[src/rtl/cfg_loader_pkg.sv]
package cfg_loader_pkg;

    typedef enum logic [2:0] {
        ST_IDLE,
        ST_PROG,
        ST_WINIT,
        ST_LOAD,
        ST_WDONE,
        ST_TAIL
    } ldr_state_e;

    typedef enum logic [1:0] {
        RES_NONE,
        RES_OK,
        RES_CRC,
        RES_TIMEOUT
    } ldr_result_e;

    // one byte waiting for its rising edge
    typedef struct packed {
        logic [7:0] data;
        logic       last;
        logic       full;
    } byte_slot_t;

    localparam logic [7:0] PAD_BYTE = 8'hFF;

    function automatic int max3(input int a, input int b, input int c);
        int m;
        m = (a > b) ? a : b;
        return (m > c) ? m : c;
    endfunction

endpackage

[src/rtl/cfg_sync.sv]
module cfg_sync #(
    parameter int   STAGES  = 2,
    parameter logic RST_VAL = 1'b0
) (
    input  logic clk,
    input  logic rst,
    input  logic d,
    output logic q
);
    logic [STAGES-1:0] sr;

    generate
        if (STAGES == 1) begin : g_one
            always_ff @(posedge clk) begin
                if (rst) sr <= RST_VAL;
                else     sr <= d;
            end
        end else begin : g_chain
            always_ff @(posedge clk) begin
                if (rst) sr <= {STAGES{RST_VAL}};
                else     sr <= {sr[STAGES-2:0], d};
            end
        end
    endgenerate

    assign q = sr[STAGES-1];
endmodule

[src/rtl/cfg_cclk_tick.sv]
module cfg_cclk_tick #(
    parameter int HALF = 2
) (
    input  logic clk,
    input  logic rst,
    input  logic run,
    input  logic clr,
    output logic tick
);
    localparam int CW = (HALF > 1) ? $clog2(HALF) : 1;

    logic [CW-1:0] cnt;

    assign tick = run && (cnt == CW'(HALF - 1));

    always_ff @(posedge clk) begin
        if (rst || clr)  cnt <= '0;
        else if (run)    cnt <= tick ? '0 : cnt + 1'b1;
    end
endmodule

[src/rtl/cfg_downcnt.sv]
module cfg_downcnt #(
    parameter int W = 8
) (
    input  logic         clk,
    input  logic         rst,
    input  logic         load,
    input  logic [W-1:0] load_val,
    input  logic         dec,
    output logic         zero
);
    logic [W-1:0] cnt;

    assign zero = (cnt == '0);

    always_ff @(posedge clk) begin
        if (rst)                cnt <= '0;
        else if (load)          cnt <= load_val;
        else if (dec && !zero)  cnt <= cnt - 1'b1;
    end
endmodule

[src/rtl/cfg_par_loader.sv]
module cfg_par_loader
    import cfg_loader_pkg::*;
#(
    parameter int CLK_HALF    = 2,
    parameter int PROG_HOLD   = 16,
    parameter int EXTRA_CLKS  = 64,
    parameter int WAIT_LIMIT  = 65536,
    parameter int SYNC_STAGES = 2
) (
    input  logic       clk,
    input  logic       rst,
    input  logic       start,
    input  logic [7:0] s_data,
    input  logic       s_valid,
    input  logic       s_last,
    output logic       s_ready,
    output logic       cfg_prog_n,
    output logic       cfg_csel_n,
    output logic       cfg_wen_n,
    output logic       cfg_clk,
    output logic [7:0] cfg_d,
    input  logic       stat_init_n,
    input  logic       stat_done,
    output logic       busy,
    output logic       done_ok,
    output logic       crc_error,
    output logic       timeout
);
    localparam int TMAX = max3(PROG_HOLD, WAIT_LIMIT, EXTRA_CLKS);
    localparam int TW   = $clog2(TMAX + 1);

    ldr_state_e  state_q, state_d;
    ldr_result_e res_q, res_d;
    byte_slot_t  slot_q;
    logic        last_sent_q;
    logic        cclk_q;
    logic [7:0]  dbus_q;
    logic        init_lo_seen_q;

    logic        init_s, done_s;
    logic        tick, tick_run, rise, fall;
    logic        in_load, in_stream, take;
    logic        t_load, t_dec, t_zero;
    logic [TW-1:0] t_val;

    // status lines cross into the system clock domain
    cfg_sync #(.STAGES(SYNC_STAGES), .RST_VAL(1'b1)) u_sync_init (
        .clk(clk), .rst(rst), .d(stat_init_n), .q(init_s)
    );
    cfg_sync #(.STAGES(SYNC_STAGES), .RST_VAL(1'b0)) u_sync_done (
        .clk(clk), .rst(rst), .d(stat_done), .q(done_s)
    );

    assign in_load   = (state_q == ST_LOAD);
    assign in_stream = in_load || (state_q == ST_WDONE) || (state_q == ST_TAIL);

    // during loading the clock only runs while a byte is held or cclk is high
    assign tick_run = (in_load && (cclk_q || slot_q.full)) ||
                      (state_q == ST_WDONE) || (state_q == ST_TAIL);

    cfg_cclk_tick #(.HALF(CLK_HALF)) u_tick (
        .clk(clk), .rst(rst), .run(tick_run), .clr(!tick_run), .tick(tick)
    );

    assign rise = tick && !cclk_q;
    assign fall = tick &&  cclk_q;

    // take a byte while paused low, or right on a falling edge
    assign s_ready = in_load && ((!cclk_q && !slot_q.full) || (fall && !last_sent_q));
    assign take    = s_ready && s_valid;

    cfg_downcnt #(.W(TW)) u_timer (
        .clk(clk), .rst(rst), .load(t_load), .load_val(t_val),
        .dec(t_dec), .zero(t_zero)
    );

    always_comb begin
        state_d = state_q;
        res_d   = res_q;
        t_load  = 1'b0;
        t_val   = '0;
        t_dec   = 1'b0;
        case (state_q)
            ST_IDLE: begin
                if (start) begin
                    state_d = ST_PROG;
                    res_d   = RES_NONE;
                    t_load  = 1'b1;
                    t_val   = TW'(PROG_HOLD - 1);
                end
            end
            ST_PROG: begin
                t_dec = 1'b1;
                if (t_zero) begin
                    state_d = ST_WINIT;
                    t_load  = 1'b1;
                    t_val   = TW'(WAIT_LIMIT - 1);
                end
            end
            ST_WINIT: begin
                t_dec = 1'b1;
                if (init_lo_seen_q && init_s) begin
                    state_d = ST_LOAD;
                end else if (t_zero) begin
                    state_d = ST_IDLE;
                    res_d   = RES_TIMEOUT;
                end
            end
            ST_LOAD: begin
                if (!init_s) begin
                    state_d = ST_IDLE;
                    res_d   = RES_CRC;
                end else if (fall && last_sent_q) begin
                    state_d = ST_WDONE;
                    t_load  = 1'b1;
                    t_val   = TW'(WAIT_LIMIT - 1);
                end
            end
            ST_WDONE: begin
                t_dec = 1'b1;
                if (!init_s) begin
                    state_d = ST_IDLE;
                    res_d   = RES_CRC;
                end else if (done_s) begin
                    state_d = ST_TAIL;
                    t_load  = 1'b1;
                    t_val   = TW'(EXTRA_CLKS);
                end else if (t_zero) begin
                    state_d = ST_IDLE;
                    res_d   = RES_TIMEOUT;
                end
            end
            ST_TAIL: begin
                t_dec = rise;
                if (t_zero && fall) begin
                    state_d = ST_IDLE;
                    res_d   = RES_OK;
                end
            end
            default: state_d = ST_IDLE;
        endcase
    end

    always_ff @(posedge clk) begin
        if (rst) begin
            state_q        <= ST_IDLE;
            res_q          <= RES_NONE;
            slot_q         <= '0;
            last_sent_q    <= 1'b0;
            cclk_q         <= 1'b0;
            dbus_q         <= PAD_BYTE;
            init_lo_seen_q <= 1'b0;
        end else begin
            state_q <= state_d;
            res_q   <= res_d;

            if (state_d == ST_IDLE || !in_stream) cclk_q <= 1'b0;
            else if (tick)                        cclk_q <= !cclk_q;

            if (state_q == ST_IDLE && start) begin
                slot_q         <= '0;
                last_sent_q    <= 1'b0;
                init_lo_seen_q <= 1'b0;
                dbus_q         <= PAD_BYTE;
            end else begin
                if ((state_q == ST_PROG || state_q == ST_WINIT) && !init_s)
                    init_lo_seen_q <= 1'b1;
                if (in_load) begin
                    if (rise && slot_q.last) last_sent_q <= 1'b1;
                    if (take) begin
                        slot_q <= '{data: s_data, last: s_last, full: 1'b1};
                        dbus_q <= s_data;
                    end else if (fall) begin
                        slot_q.full <= 1'b0;
                        if (last_sent_q) dbus_q <= PAD_BYTE;
                    end
                end
            end
        end
    end

    assign cfg_prog_n = (state_q != ST_PROG);
    assign cfg_csel_n = !in_stream;
    assign cfg_wen_n  = !in_stream;
    assign cfg_clk    = cclk_q;
    assign cfg_d      = dbus_q;
    assign busy       = (state_q != ST_IDLE);
    assign done_ok    = (res_q == RES_OK);
    assign crc_error  = (res_q == RES_CRC);
    assign timeout    = (res_q == RES_TIMEOUT);

endmodule

[config.mk]
export PLATFORM = sky130hd
export DESIGN_NAME = cfg_par_loader
export DESIGN_NICKNAME = d
export VERILOG_FILES = /design/src/rtl/cfg_loader_pkg.sv /design/src/rtl/cfg_sync.sv /design/src/rtl/cfg_cclk_tick.sv /design/src/rtl/cfg_downcnt.sv /design/src/rtl/cfg_par_loader.sv
export SDC_FILE = /design/constraint.sdc
export NUM_CORES = 1
export LEC_CHECK = 0
export BUFFER_PORTS_ARGS = -buffer_cell sky130_fd_sc_hd__buf_2
export CORE_UTILIZATION = 35
export CTS_CLUSTER_DIAMETER = 40
export DETAILED_ROUTE_END_ITERATION = 16
export GPL_TIMING_DRIVEN = 1
export MAX_ROUTING_LAYER = met4
export PLACE_DENSITY = 0.59
export SLEW_MARGIN = 20
export SYNTH_ARGS = -nofsm -noshare
export SYNTH_HDL_FRONTEND = slang
export SYNTH_SLANG_ARGS = --single-unit
[constraint.sdc]
create_clock -name clk -period 2.7 [get_ports clk]
set_input_delay 0.54 -clock clk [delete_from_list [all_inputs] [get_ports clk]]
set_output_delay 0.54 -clock clk [all_outputs]
set_load 0.01 [all_outputs]
== Word-level counts from Yosys, hierarchy flattened ==
Cells that the tools add are included.

* Input bits: 15
* Bits in registers: 40
* Bits in latches: 0
* Word-level logic and storage cells: 116
* Memories: 0
* ROM bits: 0
* Memory bits (writable): 0
* Output and inout bits: 17

* Equal/unequal tests: 14
* Mux-type cells: 41
* $lt $le $gt $ge: 0
* Reductions and logical operators: 47
* $mul: 0
* Div/mod/pow operators: 0
* Shift operators: 0
* $add $sub $neg: 2
* Bitwise gates (word level): 0

{| class="wikitable"
|+ Operators with widths
! cell !! count
|-
| $pmux 16 s4 || 1
|-
| $mux 16 || 3
|-
| $mux 17 || 2
|-
| $mux 3 || 9
|-
| $mux 8 || 3
|-
| $pmux 3 s6 || 1
|-
| $logic_not 17->1 || 1
|-
| $sub 17x1->17 const B || 1
|-
| $logic_and 1x1->1 || 15
|-
| $mux 2 || 7
|-
| $mux 7 || 2
|-
| $pmux 2 s5 || 1
|-
| $logic_or 1x1->1 || 9
|-
| $mux 1 || 9
|-
| $logic_not 1->1 || 7
|-
| $eq 3x2->1 const B || 2
|-
| $eq 3x3->1 const B || 2
|-
| $logic_not 3->1 || 2
|-
| $ne 2x2->1 const B || 3
|-
| $reduce_and 2->1 || 3
|-
| $reduce_and 6->1 || 1
|-
| $reduce_bool 2->1 || 3
|-
| $reduce_bool 5->1 || 1
|-
| $eq 2x2->1 const B || 2
|-
| 13 further kinds || 14
|}

== Depth between registers and ports, before layout ==
* Word-level depth: 13
* Gate-level depth with buffers: 10
* Gate-level depth less buffers: 8

== Cells and area by module ==
A second synthesis with hierarchy kept.

* Cells, all modules: 284
* Area total of the unflattened synthesis: 2333.5 sq um

{| class="wikitable"
|+ By module, submodules not included
! module !! cells an instance !! area an instance (sq um) !! times used
|-
| cfg_downcnt || 138 || 1101.1 || 1
|-
| cfg_par_loader || 134 || 1081.0 || 1
|-
| cfg_sync || 4 || 52.6 || 2
|-
| cfg_cclk_tick || 4 || 46.3 || 1
|}

== Least setup slack after synthesis ==
No wires, ideal clock.

* Path kind: flip-flop to flip-flop
* Start: reg cclk_q, in the netlist cfg_clk
* End: reg u_timer.cnt[13]
* Buffers on the path: 2
* Slack: 0.535 ns
* Arrival time: 2.048 ns
* Clock period less this slack: 2.165 ns
* Setup time: 0.117 ns
* Required time: 2.583 ns
* Cell stages (with the launch flop): 9
* Cell sequence: dfxtp_1 -> clkbuf_1 -> and4_1 -> a22oi_1 -> nand2_2 -> or3_4 -> buf_6 -> o31a_1 -> o22a_1

* Word-level cells in the longest chain between the ends: 11

{| class="wikitable"
|+ Ends and longest elaborated chain
! what !! line !! source
|-
| start: declaration || cfg_par_loader.sv:36 || <nowiki>logic cclk_q;</nowiki>
|-
| start signal: assignment || cfg_par_loader.sv:158 || <nowiki>else if (tick) cclk_q <= !cclk_q;</nowiki>
|-
| $logic_or 1x1->1 || cfg_par_loader.sv:58 || <nowiki>assign tick_run = (in_load && (cclk_q || slot_q.full)) ||</nowiki>
|-
| $logic_and 1x1->1 || cfg_par_loader.sv:58 ||
|-
| $logic_or 1x1->1 || cfg_par_loader.sv:58 ||
|-
| $logic_or 1x1->1 || cfg_par_loader.sv:59 || <nowiki>(state_q == ST_WDONE) || (state_q == ST_TAIL);</nowiki>
|-
| $logic_and 1x1->1 || cfg_cclk_tick.sv:14 || <nowiki>assign tick = run && (cnt == CW'(HALF - 1));</nowiki>
|-
| $logic_and 1x1->1 || cfg_par_loader.sv:66 || <nowiki>assign fall = tick && cclk_q;</nowiki>
|-
| $logic_and 1x1->1 || cfg_par_loader.sv:113 || <nowiki>end else if (fall && last_sent_q) begin</nowiki>
|-
| $mux 16 / $mux 1 (equally long branches) || cfg_par_loader.sv:113 ||
|-
| $mux 16 / $mux 1 (equally long branches) || cfg_par_loader.sv:110 || <nowiki>if (!init_s) begin</nowiki>
|-
| $pmux 16 s4 / $pmux 1 s4 (equally long branches) || cfg_par_loader.sv:83 || <nowiki>case (state_q)</nowiki>
|-
| $mux 17 / $reduce_bool 2->1 (equally long branches) || -- ||
|-
| end signal: assignment || cfg_downcnt.sv:17 || <nowiki>else if (load) cnt <= load_val;</nowiki>
|-
| end signal: assignment || cfg_downcnt.sv:18 || <nowiki>else if (dec && !zero) cnt <= cnt - 1'b1;</nowiki>
|-
| end: declaration || cfg_downcnt.sv:11 || <nowiki>logic [W-1:0] cnt;</nowiki>
|}

Parallel ways exist; a longest one is shown, timed or not.
A chain may end at the register's enable or synchronous reset.

== Final worst setup path ==
* Start: reg state_q[0]
* End: reg u_timer.cnt[15]

* Word-level cells in the longest chain between the ends: 11

{| class="wikitable"
|+ Ends and longest elaborated chain
! what !! line !! source
|-
| start: declaration || cfg_par_loader.sv:32 || <nowiki>ldr_state_e state_q, state_d;</nowiki>
|-
| start signal: assignment || cfg_par_loader.sv:154 || <nowiki>state_q <= state_d;</nowiki>
|-
| $eq 3x2->1 || cfg_par_loader.sv:54, cfg_par_loader.sv:83 ||
|-
| $logic_and 1x1->1 || cfg_par_loader.sv:58 ||
|-
| $logic_or 1x1->1 || cfg_par_loader.sv:58 ||
|-
| $logic_or 1x1->1 || cfg_par_loader.sv:59 ||
|-
| $logic_and 1x1->1 || cfg_cclk_tick.sv:14 ||
|-
| $logic_and 1x1->1 || cfg_par_loader.sv:66 ||
|-
| $logic_and 1x1->1 || cfg_par_loader.sv:113 ||
|-
| $mux 16 / $mux 1 (equally long branches) || cfg_par_loader.sv:113 ||
|-
| $mux 16 / $mux 1 (equally long branches) || cfg_par_loader.sv:110 ||
|-
| $pmux 16 s4 / $pmux 1 s4 (equally long branches) || cfg_par_loader.sv:83 ||
|-
| $mux 17 / $reduce_bool 2->1 (equally long branches) || -- ||
|}

Parallel ways exist; a longest one is shown, timed or not.

==> summary.txt <==
Run status
  • Outcome: finished clean

CTS
  • Post-CTS sizing: 0
  • Clock-pin slew on the worst setup and hold paths: roughly 0.080 ns
  • Cts hold-fix bufs: 0
  • Clk Latency, worst-skew pair: 0.30 ns
  • CTS Buffer Depth: 2
  • CTS tree: yes
  • H-tree levels: 2
  • Post-CTS Setup Repair Bufs: 0
  • Clock Sinks: 40
  • Root buffer cell: clkbuf_8
  • CTS Buf Count: 5

Power and ir drop
  • Max IR drop VDD: between 400 and 500 uV
  • Pwr Density: ~850 nW/um2
  • Total power: around 2.2 mW
  • P_leak: approximately 1 nW

Final layout
  • Number of diodes: 0
  • Fill cells: between 600 and 700
  • P&R area growth vs syn: 14.9%
  • Nets: roughly 320
  • Layout cells sized above 1: 0.202
  • Post-route design area: 2530 um2

Drt
  • Total vias in the final route: 2125
  • First drt pass iteration count: 4
  • WL per Instance: 14.3 um
  • Final wirelength: about 5500 um
  • DR vias/cell: around 5.6
  • DRC viols: 0
  • Remaining antenna violation count after routing: 0
  • Initial DRC Count: 93

Yosys
  • Syn nets: roughly 290
  • Async SR Flop Fraction: 0
  • Synth warnings: 0
  • Yosys top cell by area: dfxtp_1
  • Yosys reg bits: 40
  • Sequential area share after synthesis: 0.363
  • Post-Syn Instances: between 200 and 300
  • Synth Flop Type: dfxtp_1
  • Synth Cell Area: about 2200 um2
  • Cell variety after synth: a little under 60
  • Mean post-synth cell area: roughly 8.0 um2
  • Number of synthesized flops with an enable pin: 0
  • Synth top area share: 0.363
  • Synth top area cells: dfxtp_1 (36%), nor2_1 (6.3%), nand2_1 (4.9%)

STA
  • Slew @ Worst Pin: between 0.6 and 0.7 ns
  • Pins over their slew limit: 0
  • Setup TNS: 0 ns
  • Maximum clock rate: just over 400 MHz
  • Setup violators final: 0
  • Final period utilization: 0.896
  • Clock Skew: between 0.006 and 0.007 ns
  • Final Critical Period: roughly 2.4 ns
  • Unrepaired setup endpoints after global routing: false
  • Hold slack: around 0.42 ns
  • Rel. slew slack: 0.576
  • Final hold violations: 0

Floorplanning
  • Core Region: roughly 6000 um2
  • Rows: 28
  • Initial Utilization: 0.368
  • I/O pins: 32
  • Chip width: roughly 80 um
  • Die ar.: approximately 6600 um2
  • Die Y: 81.4 um

Worst setup path
  • CP Launch Type: register
  • Crit Path Max Fanout: 18
  • Critical path class: reg2reg
  • CP Capture Type: register
  • Largest stage delay, worst path: 0.67 ns
  • Reg2Reg Setup Slack: about 0.28 ns
  • CP bufs+invs: 0
  • Reg2reg end: u_timer.cnt[15]
  • Cells along the critical path: and4bb_2, a22oi_1, nand2_2, nor2_2, nor2_1, a221oi_1
  • Data required, critical path: between 2 and 3 ns
  • Arrival @ worst endpoint: roughly 2.6 ns
  • Critical path launch point: state_q[0]
  • R2R cell count: 6
  • Delay-heaviest family, CP: simple AND/OR/NAND/NOR gates
  • Reg2reg start: state_q[0]
  • CP max-delay cell: dfxtp_1
  • CP Depth: 6

Global routing
  • Total GRT Usage: 0.186
  • Congestion Overflow GR: 0
  • Initial antenna violation count: 0
  • First-pass GRT wire length: ~9000 um
  • Largest net degree at the start of global routing: 24
  • Vias in the first global route: 1957

Placement
  • Dpl cell area: 2430 um2
  • Number of port buffers: 31
  • Post-detail-place hpwl: between 4000 and 5000 um
  • RePlAce Congestion: roughly 0.93

Hold path
  • Worst hold path depth: 1
  • Hold EP: u_sync_init.sr[1]
  • Hold path start: u_sync_init.sr[0]
  • Min-delay worst type: reg2reg

Run
  • Max-cap violations: 0
-- how the worst max path moves through the flow --
stage                                  to  slack [ns]
after floorplan           u_timer.cnt[13]        0.53
after global placement    u_timer.cnt[15]        0.41
after detailed placement  u_timer.cnt[15]        0.33
after CTS                 u_timer.cnt[15]        0.31
after global routing      u_timer.cnt[15]        0.12
final                     u_timer.cnt[15]        0.28
-- Yosys cell counts, types with 5 or more instances --
library cell	n
o22ai_1	9
and2_1	5
a31oi_1	6
inv_1	11
o21ai_0	7
buf_2	5
dfxtp_1	40
nor2_1	37
nand2_1	29
nand3_1	6
a21oi_1	15
nor3_1	9
nor4_1	9
nor2b_1	6
-- state kept, by name (all words and copies together) (netlist names) --
signal and cells:
cfg_clk 1, cfg_d 8, init_lo_seen_q 1, last_sent_q 1
res_q 2, slot_q 2, state_q 3, u_sync_done.sr 2
u_sync_init.sr 2, u_tick.cnt 1, u_timer.cnt 17
-- final cells by class --
type	instances	area, um2	area share
clock inverters	2	35.0	0.0138
well taps	75	93.8	0.0370
clock buffers	6	72.6	0.0286
repair buffers	37	200	0.0790
inverters	11	41.3	0.0163
multi-input cells	211	1290	0.509
flip-flops and latches	40	801	0.316
-- cells by family (layout without fill, tap and decap cells) --
kind of cell,count (synthesis),after routing,share of synthesized area
adders and majority gates,3,3,0.0170
muxes,2,2,0.00907
and+or+nand+nor,127,127,0.301
AOI/OAI and AO/OA,76,76,0.246
xor gates and xnor gates,3,3,0.0119
buffers and inverters,24,56,0.0521
DFF,40,40,0.363
-- metal layers --
layer  up-vias  track usage  routed length (um)
met5         -            -                   0
met4         0       0.0643                  72
met3        10       0.0333                 144
met2        35        0.294                2570
met1      1013        0.236                2680
li1       1067            -                   -
-- per-stage QoR --
stage                      util  worst slack [ns]  instances
after floorplan               -             0.535        275
after global placement    0.405             0.408        374
after detailed placement  0.405             0.334        374
after CTS                 0.423             0.308        382
after global routing      0.423             0.118        382
final                     0.423             0.282        382
-- cells in the final DEF, fill, tap and decap left out, drive strengths merged, types with 3 or more instances in the layout --
master / netlist / layout
a21oi: 17 / 17
o31ai: 4 / 4
o21ai: 7 / 7
o32a: 3 / 3
nor3: 10 / 10
ha: 3 / 3
a221oi: 3 / 3
buf: 9 / 37
nor2: 38 / 38
a31oi: 6 / 6
nand2b: 4 / 4
clkbuf: 4 / 6
o22ai: 9 / 9
inv: 11 / 11
nand2: 30 / 30
and2: 5 / 5
dfxtp: 40 / 40
nor2b: 6 / 6
a211oi: 5 / 5
o31a: 4 / 4
nor4: 9 / 9
o22a: 3 / 3
nand3: 6 / 6
a21o: 4 / 4
-- power breakdown --
| part | switching, mW | internal [mW] | total, mW | leakage (nW) |
|---|---|---|---|---|
| sequential | 0.128 | 0.683 | 0.811 | 0.327 |
| combinational | 0.488 | 0.381 | 0.869 | 0.619 |
| clock | 0.207 | 0.274 | 0.481 | 0.0552 |
-- worst register-to-register path: cells and delay by family (launching register included) --
family / cells / cell delay, ns
AO/OA/AOI/OAI: 2 / 0.53
flip-flops: 1 / 0.67
AND/OR/NAND/NOR: 4 / 1.11
(Power assumes the default switching activity.)
